$ cat config.mk
export PLATFORM = sky130hd
export DESIGN_NAME = wp_wiper_ctrl
export DESIGN_NICKNAME = d
export VERILOG_FILES = /design/src/rtl/wp_pkg.sv /design/src/rtl/wp_sync.sv /design/src/rtl/wp_spi_frame.sv /design/src/rtl/wp_regbank.sv /design/src/rtl/wp_wiper_ctrl.sv
export SDC_FILE = /design/constraint.sdc
export NUM_CORES = 1
export LEC_CHECK = 0
export ABC_CLOCK_PERIOD_IN_PS = 5000
export CAP_MARGIN = 20
export CORE_MARGIN = 4
export CORE_UTILIZATION = 64
export DETAILED_ROUTE_END_ITERATION = 10
export MAX_ROUTING_LAYER = met4
export PLACE_DENSITY = 0.84
export SYNTH_ARGS = -nofsm -noshare
export SYNTH_HDL_FRONTEND = slang
export SYNTH_HIERARCHICAL = 1
export SYNTH_SLANG_ARGS = --single-unit
$ cat constraint.sdc
create_clock -name clk -period 5 [get_ports clk]
set_input_delay 0.75 -clock clk [delete_from_list [all_inputs] [get_ports clk]]
set_output_delay 0.75 -clock clk [all_outputs]
set_load 0.02 [all_outputs]
$ cat src/rtl/wp_pkg.sv
package wp_pkg;
  localparam int CMD_BITS   = 8;
  localparam int DATA_BITS  = 8;
  localparam int FRAME_BITS = CMD_BITS + DATA_BITS;
  localparam int ADDR_BITS  = 2;

  typedef enum logic [ADDR_BITS-1:0] {
    RA_SHARED = 2'd0,
    RA_RSVD1  = 2'd1,
    RA_CTRL   = 2'd2,
    RA_RSVD3  = 2'd3
  } reg_addr_e;

  localparam int CTRL_VOL_BIT  = 7;
  localparam int CTRL_SHDN_BIT = 6;
  localparam int CTRL_WIP_BIT  = 5;
endpackage

$ cat src/rtl/wp_sync.sv
module wp_sync #(
  parameter int WIDTH = 1,
  parameter int STAGES = 2,
  parameter logic [WIDTH-1:0] RESET_VAL = '0
) (
  input  logic             clk,
  input  logic             rst_n,
  input  logic [WIDTH-1:0] din,
  output logic [WIDTH-1:0] dout
);
  logic [WIDTH-1:0] stage_q [STAGES];

  generate
    for (genvar s = 0; s < STAGES; s++) begin : g_stage
      always_ff @(posedge clk or negedge rst_n) begin
        if (!rst_n) stage_q[s] <= RESET_VAL;
        else if (s == 0) stage_q[s] <= din;
        else stage_q[s] <= stage_q[(s == 0) ? 0 : s-1];
      end
    end
  endgenerate

  assign dout = stage_q[STAGES-1];
endmodule

$ cat src/rtl/wp_spi_frame.sv
module wp_spi_frame
  import wp_pkg::*;
(
  input  logic                 clk,
  input  logic                 rst_n,
  input  logic                 cs_n_s,
  input  logic                 sck_s,
  input  logic                 sdi_s,
  input  logic [DATA_BITS-1:0] rd_data,
  output logic [ADDR_BITS-1:0] rd_addr,
  output logic                 wr_en,
  output logic [ADDR_BITS-1:0] wr_addr,
  output logic [DATA_BITS-1:0] wr_data,
  output logic                 sdo,
  output logic                 sdo_oe
);
  localparam int CNT_W = $clog2(FRAME_BITS + 1);
  localparam logic [CNT_W-1:0] LAST_CMD  = CNT_W'(CMD_BITS - 1);
  localparam logic [CNT_W-1:0] LAST_BIT  = CNT_W'(FRAME_BITS - 1);
  localparam logic [CNT_W-1:0] DATA_FIRST = CNT_W'(CMD_BITS);
  localparam logic [CNT_W-1:0] FRAME_END = CNT_W'(FRAME_BITS);

  logic                 cs_d_q, sck_d_q;
  logic                 armed_q, in_frame_q;
  logic [CNT_W-1:0]     bit_cnt_q;
  logic [DATA_BITS-1:0] shreg_q, tx_q;
  logic                 is_rd_q;
  logic [ADDR_BITS-1:0] addr_q;
  logic                 rd_phase_q, sdo_q;
  logic                 wr_en_q;
  logic [DATA_BITS-1:0] wr_data_q;

  logic cs_fall, sck_rise, sck_fall;
  logic [DATA_BITS-1:0] next_byte;

  assign cs_fall   = cs_d_q & ~cs_n_s;
  assign sck_rise  = in_frame_q & ~cs_n_s & sck_s & ~sck_d_q;
  assign sck_fall  = in_frame_q & ~cs_n_s & ~sck_s & sck_d_q;
  assign next_byte = {shreg_q[DATA_BITS-2:0], sdi_s};
  assign rd_addr   = next_byte[ADDR_BITS-1:0];

  always_ff @(posedge clk or negedge rst_n) begin
    if (!rst_n) begin
      cs_d_q     <= 1'b0;
      sck_d_q    <= 1'b0;
      armed_q    <= 1'b0;
      in_frame_q <= 1'b0;
      bit_cnt_q  <= '0;
      shreg_q    <= '0;
      tx_q       <= '0;
      is_rd_q    <= 1'b0;
      addr_q     <= '0;
      rd_phase_q <= 1'b0;
      sdo_q      <= 1'b1;
      wr_en_q    <= 1'b0;
      wr_data_q  <= '0;
    end else begin
      cs_d_q  <= cs_n_s;
      sck_d_q <= sck_s;
      wr_en_q <= 1'b0;
      if (cs_n_s) armed_q <= 1'b1;

      if (cs_n_s) begin
        in_frame_q <= 1'b0;
        rd_phase_q <= 1'b0;
      end else if (cs_fall && armed_q) begin
        in_frame_q <= 1'b1;
        bit_cnt_q  <= '0;
        rd_phase_q <= 1'b0;
      end

      if (sck_rise) begin
        shreg_q <= next_byte;
        if (bit_cnt_q != FRAME_END) bit_cnt_q <= bit_cnt_q + 1'b1;
        if (bit_cnt_q == LAST_CMD) begin
          is_rd_q    <= shreg_q[CMD_BITS-2];
          addr_q     <= next_byte[ADDR_BITS-1:0];
          rd_phase_q <= shreg_q[CMD_BITS-2];
          tx_q       <= rd_data;
        end
        if (bit_cnt_q == LAST_BIT && !is_rd_q) begin
          wr_en_q   <= 1'b1;
          wr_data_q <= next_byte;
        end
      end

      if (sck_fall && rd_phase_q && bit_cnt_q >= DATA_FIRST && bit_cnt_q < FRAME_END) begin
        sdo_q <= tx_q[DATA_BITS-1];
        tx_q  <= {tx_q[DATA_BITS-2:0], 1'b0};
      end
    end
  end

  assign wr_en   = wr_en_q;
  assign wr_addr = addr_q;
  assign wr_data = wr_data_q;
  assign sdo     = sdo_q;
  assign sdo_oe  = in_frame_q & rd_phase_q;

  AST_CS_HIGH_NO_DRIVE: assert property (@(posedge clk) disable iff (!rst_n)
    (cs_n_s && $past(cs_n_s)) |-> !sdo_oe);

  AST_COMMIT_IN_FRAME: assert property (@(posedge clk) disable iff (!rst_n)
    wr_en |-> $past(in_frame_q) && $past(armed_q));
endmodule

$ cat src/rtl/wp_regbank.sv
module wp_regbank
  import wp_pkg::*;
#(
  parameter int WIPER_BITS = 7,
  parameter int NV_WRITE_CYCLES = 2000,
  parameter logic [WIPER_BITS-1:0] IVR_INIT = '0
) (
  input  logic                  clk,
  input  logic                  rst_n,
  input  logic                  nv_ready,
  input  logic                  shdn_pin_n,
  input  logic                  wr_en,
  input  logic [ADDR_BITS-1:0]  wr_addr,
  input  logic [DATA_BITS-1:0]  wr_data,
  input  logic [ADDR_BITS-1:0]  rd_addr,
  output logic [DATA_BITS-1:0]  rd_data,
  output logic [WIPER_BITS-1:0] wiper,
  output logic                  shutdown
);
  localparam int NV_W = $clog2(NV_WRITE_CYCLES + 1);
  localparam logic [WIPER_BITS-1:0] MID_SCALE = WIPER_BITS'(1 << (WIPER_BITS - 1));
  localparam int PAD = DATA_BITS - WIPER_BITS;

  logic [WIPER_BITS-1:0] wr_q, ivr_q;
  logic                  vol_q, shdn_q, loaded_q;
  logic [NV_W-1:0]       nv_cnt_q;
  logic                  wip;

  assign wip = (nv_cnt_q != '0);

  always_ff @(posedge clk or negedge rst_n) begin
    if (!rst_n) begin
      wr_q     <= MID_SCALE;
      ivr_q    <= IVR_INIT;
      vol_q    <= 1'b0;
      shdn_q   <= 1'b1;
      loaded_q <= 1'b0;
      nv_cnt_q <= '0;
    end else begin
      if (wip) nv_cnt_q <= nv_cnt_q - 1'b1;
      if (!loaded_q && nv_ready) begin
        wr_q     <= ivr_q;
        loaded_q <= 1'b1;
      end else if (wr_en && !wip) begin
        unique case (reg_addr_e'(wr_addr))
          RA_SHARED: begin
            wr_q <= wr_data[WIPER_BITS-1:0];
            if (!vol_q) begin
              ivr_q    <= wr_data[WIPER_BITS-1:0];
              nv_cnt_q <= NV_W'(NV_WRITE_CYCLES);
            end
          end
          RA_CTRL: begin
            vol_q  <= wr_data[CTRL_VOL_BIT];
            shdn_q <= wr_data[CTRL_SHDN_BIT];
          end
          default: ;
        endcase
      end
    end
  end

  always_comb begin
    rd_data = '0;
    unique case (reg_addr_e'(rd_addr))
      RA_SHARED: rd_data = {{PAD{1'b0}}, (vol_q ? wr_q : ivr_q)};
      RA_CTRL: begin
        rd_data[CTRL_VOL_BIT]  = vol_q;
        rd_data[CTRL_SHDN_BIT] = shdn_q;
        rd_data[CTRL_WIP_BIT]  = wip;
      end
      default: rd_data = '0;
    endcase
  end

  assign wiper    = wr_q;
  assign shutdown = ~(shdn_q & shdn_pin_n);

  AST_BUSY_HOLDS_REGS: assert property (@(posedge clk) disable iff (!rst_n)
    (loaded_q && wip && wr_en) |=> $stable(wr_q) && $stable(ivr_q) && $stable(vol_q) && $stable(shdn_q));

  AST_RSVD_NO_EFFECT: assert property (@(posedge clk) disable iff (!rst_n)
    (loaded_q && wr_en && wr_addr[0]) |=> $stable(wr_q) && $stable(ivr_q) && $stable(vol_q) && $stable(shdn_q));

  AST_IVR_COPY_START: assert property (@(posedge clk) disable iff (!rst_n)
    (loaded_q && wr_en && !wip && wr_addr == RA_SHARED && !vol_q) |=> (wr_q == ivr_q) && wip);

  AST_VOL_KEEPS_IVR: assert property (@(posedge clk) disable iff (!rst_n)
    (loaded_q && wr_en && wr_addr == RA_SHARED && vol_q) |=> $stable(ivr_q));
endmodule

$ cat src/rtl/wp_wiper_ctrl.sv
module wp_wiper_ctrl
  import wp_pkg::*;
#(
  parameter int WIPER_BITS = 7,
  parameter int NV_WRITE_CYCLES = 2000,
  parameter logic [WIPER_BITS-1:0] IVR_INIT = 7'h2A,
  parameter int SYNC_STAGES = 2
) (
  input  logic                  clk,
  input  logic                  rst_n,
  input  logic                  nv_ready,
  input  logic                  shdn_pin_n,
  input  logic                  spi_sck,
  input  logic                  spi_cs_n,
  input  logic                  spi_sdi,
  output logic                  spi_sdo,
  output logic                  spi_sdo_oe,
  output logic [WIPER_BITS-1:0] wiper,
  output logic                  shutdown
);
  logic [2:0]           pins_s;
  logic [ADDR_BITS-1:0] rd_addr, wr_addr;
  logic [DATA_BITS-1:0] rd_data, wr_data;
  logic                 wr_en;

  wp_sync #(.WIDTH(3), .STAGES(SYNC_STAGES), .RESET_VAL(3'b000)) u_sync (
    .clk  (clk),
    .rst_n(rst_n),
    .din  ({spi_cs_n, spi_sck, spi_sdi}),
    .dout (pins_s)
  );

  wp_spi_frame u_frame (
    .clk    (clk),
    .rst_n  (rst_n),
    .cs_n_s (pins_s[2]),
    .sck_s  (pins_s[1]),
    .sdi_s  (pins_s[0]),
    .rd_data(rd_data),
    .rd_addr(rd_addr),
    .wr_en  (wr_en),
    .wr_addr(wr_addr),
    .wr_data(wr_data),
    .sdo    (spi_sdo),
    .sdo_oe (spi_sdo_oe)
  );

  wp_regbank #(
    .WIPER_BITS     (WIPER_BITS),
    .NV_WRITE_CYCLES(NV_WRITE_CYCLES),
    .IVR_INIT       (IVR_INIT)
  ) u_bank (
    .clk       (clk),
    .rst_n     (rst_n),
    .nv_ready  (nv_ready),
    .shdn_pin_n(shdn_pin_n),
    .wr_en     (wr_en),
    .wr_addr   (wr_addr),
    .wr_data   (wr_data),
    .rd_addr   (rd_addr),
    .rd_data   (rd_data),
    .wiper     (wiper),
    .shutdown  (shutdown)
  );
endmodule

==> impl_summary.md <==
Outcome
The run finished with clean final reports.

Routing
The post-detailed-route count of antenna-violating nets is 0. For this block, the routed nets add up to 6280 microns of wire. The wire length per cell after detailed routing is 16.70 microns. The average via count per standard cell is 5.891. The number of DRC markers in iteration 0 is 151.

The via count of the routed design is 2215. In the routed design, unresolved DRC markers number 0. The length of the first detailed-routing pass in iterations is 5.

Place
The congestion estimate from routability-driven global placement came to 0.7738. The post-DP HPWL is 3971 microns. The worst setup slack before clock tree synthesis is 2.195 ns.

In this run, placement finished with an instance count of 360. The count of input and output buffers is 16.

CTS
The quantity of hold-fixing buffers added after cts is 0. Counting along the longest clock path gives a buffer depth of 2. At the later pin of the worst-skew pair, clock insertion delay measures 0.34 ns. The clock sink total is 72. Once the clock tree was built, the setup fixing pass inserted 0 buffers. Clock-pin slew was measured on the worst setup and hold paths at 0.08 ns. CTS placed an instance of sky130_fd_sc_hd__clkbuf_8 at the clock tree root.

TritonCTS built the clock tree. The H-tree was split into 3 levels. Counting the buffers created by CTS gives 9. The post-cts repair resize count is 0.

Critical path
The top fanout value on the critical path is 1. The element type at the critical path start is an input pin. Walking the worst path, the cells encountered are clkdlybuf4s50_1 > nand2_1 > clkdlybuf4s50_1.

The critical path start-end classification is input pin to primary output. The data required time of the worst path is 4.25 ns. In this design, the stage delay of the slowest critical-path cell is 0.60 ns.

The worst setup path is captured at a primary output. The critical path data arrival time is 1.82 ns. The slowest cell on the critical path is sky130_fd_sc_hd__clkdlybuf4s50_1. The gate family responsible for the most delay along the worst path is buffers and inverters. The startpoint identified for the worst register-to-register timing path is u_sync/dout[2].

The cell seen most often among critical-path stages is sky130_fd_sc_hd__clkdlybuf4s50_1. The critical path contains buffers and inverters numbering 2 combined. The most critical setup path has its startpoint at shdn_pin_n.

Timing
The largest clock skew in the final design is 0.01058 ns. Headroom to the max-slew limit came out at 41.18%. The clock period could shrink to 2.574 ns.

Setup repair after global routing left no endpoint under its margin. Setup violations remaining at the end of the flow were counted as 0. The upper clock frequency limit is 388.5 MHz. The worst path meets setup with 2.426 ns of slack. The final clock period utilization by the worst path is 51.47%. At the pin with the least slew margin, the transition time is 0.8823 ns. The final number of max-transition violations is 0.

After routing, the total negative slack on setup checks comes to 0 ns. The hold violation total from the final report is 0.

Synthesis
The fraction of the mapped netlist area in adder cells is 1.826%. The dominant combinational cell family by area after synthesis is simple AND/OR/NAND/NOR gates. The number of nets handed over by synthesis was 304. The share of the Yosys chip area taken by registers is 52.81%. Summing the areas of all and, or, nand and nor instances in the mapped netlist gives 17.31% of the synthesized area.

The cell area after synthesis is 3426 sq um. The warning count from the yosys run is 6. Yosys attributes the largest share of cell area to sky130_fd_sc_hd__dfrtp_1 (48%), sky130_fd_sc_hd__mux2_2 (9.2%), sky130_fd_sc_hd__dfstp_2 (4.6%). The most used flip-flop cell after synthesis is sky130_fd_sc_hd__dfrtp_1. The count of flip-flops with a built-in enable after synthesis is 0. The dominant cell type by area after synthesis is sky130_fd_sc_hd__dfrtp_1. The count of different cell masters after synthesis is 51. The gate count after technology mapping is 292.

In the synthesized netlist, mux cells make up 15.74% of the area. The area share of the largest cell type after synthesis is 48.21%. After synthesis, the mean cell area works out to 11.73 sq um. Summing the areas of all xor and xnor instances in the mapped netlist gives 1.790% of the synthesized area. The flop and latch count out of synthesis is 72. The synthesized netlist devotes 5.551% of its cell area to compound gates. The share of synthesized registers carrying an async set or reset is 100.0%.

GRT
The pin count of the biggest net entering global routing is 73. The total global routing track utilization is 22.17%. The via count of the first global-routing pass was 2168. The wire length of the first global-routing pass is 10640 microns. The sum of overflow across all layers after global routing is 0.

The initial antenna violation count is 0.

Floorplanning
The overall die height is 81.16 microns. Once the floorplan was initialized, standard cells occupied 66.65% of the core. The floorplan step defined a die boundary enclosing 6587 sq um. After floorplanning, the core was divided into 26 placement rows. The die width is 81.16 microns. The total core area is 5140 sq um. The number of top-level pins is 17.

Finish
The post-route core utilization is 73.49%. The final antenna diode count is 0. The post-route netlist has 22.22% of its cells at a drive strength greater than 1. The count of cells in the finished layout, fillers not included, comes to 376. The number of nets in the layout is 313. The layout overhead on the synthesized area is 10.26%.

Pwr
Summed over all cells, the static leakage comes to 1.722 nW. The total power divided by cell area is 311.0 nW/um^2. VDD sags by at most 0.2349 mV.

Hold path
The worst min-delay path category is flip-flop to flip-flop. In this run the most critical hold path is launched from u_sync/stage_q[3].

Flow run
The number of max-capacitance violations reported is 0.
-- worst paths after layout --
kind,end,slack [ns],cells past startpoint
hold / removal,u_sync/dout[0],0.35,0
setup / recovery,shutdown,2.43,3
setup reg to reg,u_frame/wr_data[5],2.69,3
max in group asynchronous,u_bank/wiper[3],3.82,2
min in group asynchronous,u_bank/nv_cnt_q[4],0.61,2
hold reg to reg,u_sync/dout[0],0.35,0
-- routing by layer --
layer  part of all wire (%)  wire length, microns  global-route usage [%]
met1                     46                  2868                   28.85
met2                     49                  3071                   34.56
met3                    3.4                   213                   5.211
met4                    2.0                   127                   7.264
met5                      0                     0                       -
-- final cells by class --
type | count | area, sq um
flip-flops and latches | 72 | 1809
inverters | 12 | 45.04
clock buffers | 9 | 123.9
fillers | 354 | 1363
well taps | 70 | 87.58
repair buffers | 17 | 162.7
clock inverters | 7 | 102.6
multi-input cells | 189 | 1446
-- per-stage QoR --
stage                     cell area, sq um  hold WS, ns  power [mW]
after CTS                             3777       0.3537       1.179
after detailed placement              3551       0.3355      0.6620
after floorplan                       3426       0.3312      0.6429
after global placement                3551       0.3331      0.6600
after global routing                  3777       0.3583       1.213
final                                 3777       0.3536       1.175
-- state kept, by name, indices dropped and copies added (netlist names), 2 cells and up --
register	flops
u_bank/wiper	7
u_frame/wr_addr	2
u_sync/stage_q	3
u_sync/dout	3
u_frame/shreg_q	7
u_bank/ivr_q	7
u_frame/tx_q	8
u_bank/nv_cnt_q	11
u_frame/wr_data	8
u_frame/bit_cnt_q	5
-- report_power, final --
group | internal, mW | leakage [nW] | switching [mW]
Combinational | 0.0131 | 0.709 | 0.0228
Clock | 0.287 | 0.111 | 0.238
Sequential | 0.596 | 0.903 | 0.0182
Total | 0.896 | 1.72 | 0.279
-- layout by cell type (no fill, tap or decap), types with 2 or more instances in the layout --
cell type | Yosys | routed
sky130_fd_sc_hd__dfrtp_1 | 66 | 66
sky130_fd_sc_hd__nand2_1 | 33 | 33
sky130_fd_sc_hd__mux2_2 | 28 | 28
sky130_fd_sc_hd__clkdlybuf4s50_1 | 0 | 15
sky130_fd_sc_hd__nor3_1 | 14 | 14
sky130_fd_sc_hd__nand3_1 | 13 | 13
sky130_fd_sc_hd__o21ai_0 | 13 | 13
sky130_fd_sc_hd__inv_1 | 12 | 12
sky130_fd_sc_hd__mux2i_1 | 10 | 10
sky130_fd_sc_hd__clkbuf_8 | 0 | 9
sky130_fd_sc_hd__a31oi_1 | 8 | 8
sky130_fd_sc_hd__nor2_1 | 7 | 7
sky130_fd_sc_hd__mux2_1 | 7 | 7
sky130_fd_sc_hd__dfstp_2 | 6 | 6
sky130_fd_sc_hd__ha_1 | 5 | 5
sky130_fd_sc_hd__xor2_1 | 4 | 4
sky130_fd_sc_hd__inv_6 | 0 | 3
sky130_fd_sc_hd__nor2b_1 | 3 | 3
sky130_fd_sc_hd__nand3b_1 | 3 | 3
sky130_fd_sc_hd__xnor2_1 | 3 | 3
sky130_fd_sc_hd__mux2_4 | 3 | 3
sky130_fd_sc_hd__bufinv_16 | 0 | 2
sky130_fd_sc_hd__nor4_1 | 2 | 2
sky130_fd_sc_hd__and2_1 | 2 | 2
sky130_fd_sc_hd__and3b_1 | 2 | 2
sky130_fd_sc_hd__a211oi_1 | 2 | 2
sky130_fd_sc_hd__or2_2 | 2 | 2
sky130_fd_sc_hd__nand4bb_1 | 2 | 2
sky130_fd_sc_hd__and4bb_2 | 2 | 2
sky130_fd_sc_hd__a22o_1 | 2 | 2
-- Yosys cell counts, drive strengths merged, types with 3 or more instances --
cell type  instances
clkbuf             7
nor3              16
ha                 5
mux2              38
xor2               4
nand2             33
and4bb             3
dfstp              6
nor2               7
nand3             14
dfrtp             66
or2                3
nor2b              3
mux2i             10
inv               12
buf               12
xnor2              3
o21ai             13
a31oi              8
nand3b             3
-- logic make-up (layout without fill, tap and decap cells) --
family | Yosys count | count (layout)
buf+inv | 31 | 45
fa+ha+maj | 5 | 5
mux | 48 | 48
xor+xnor | 7 | 7
simple gates | 100 | 100
flops | 72 | 72
compound gates | 29 | 29
Note: power is estimated with default switching activity, not from simulation.
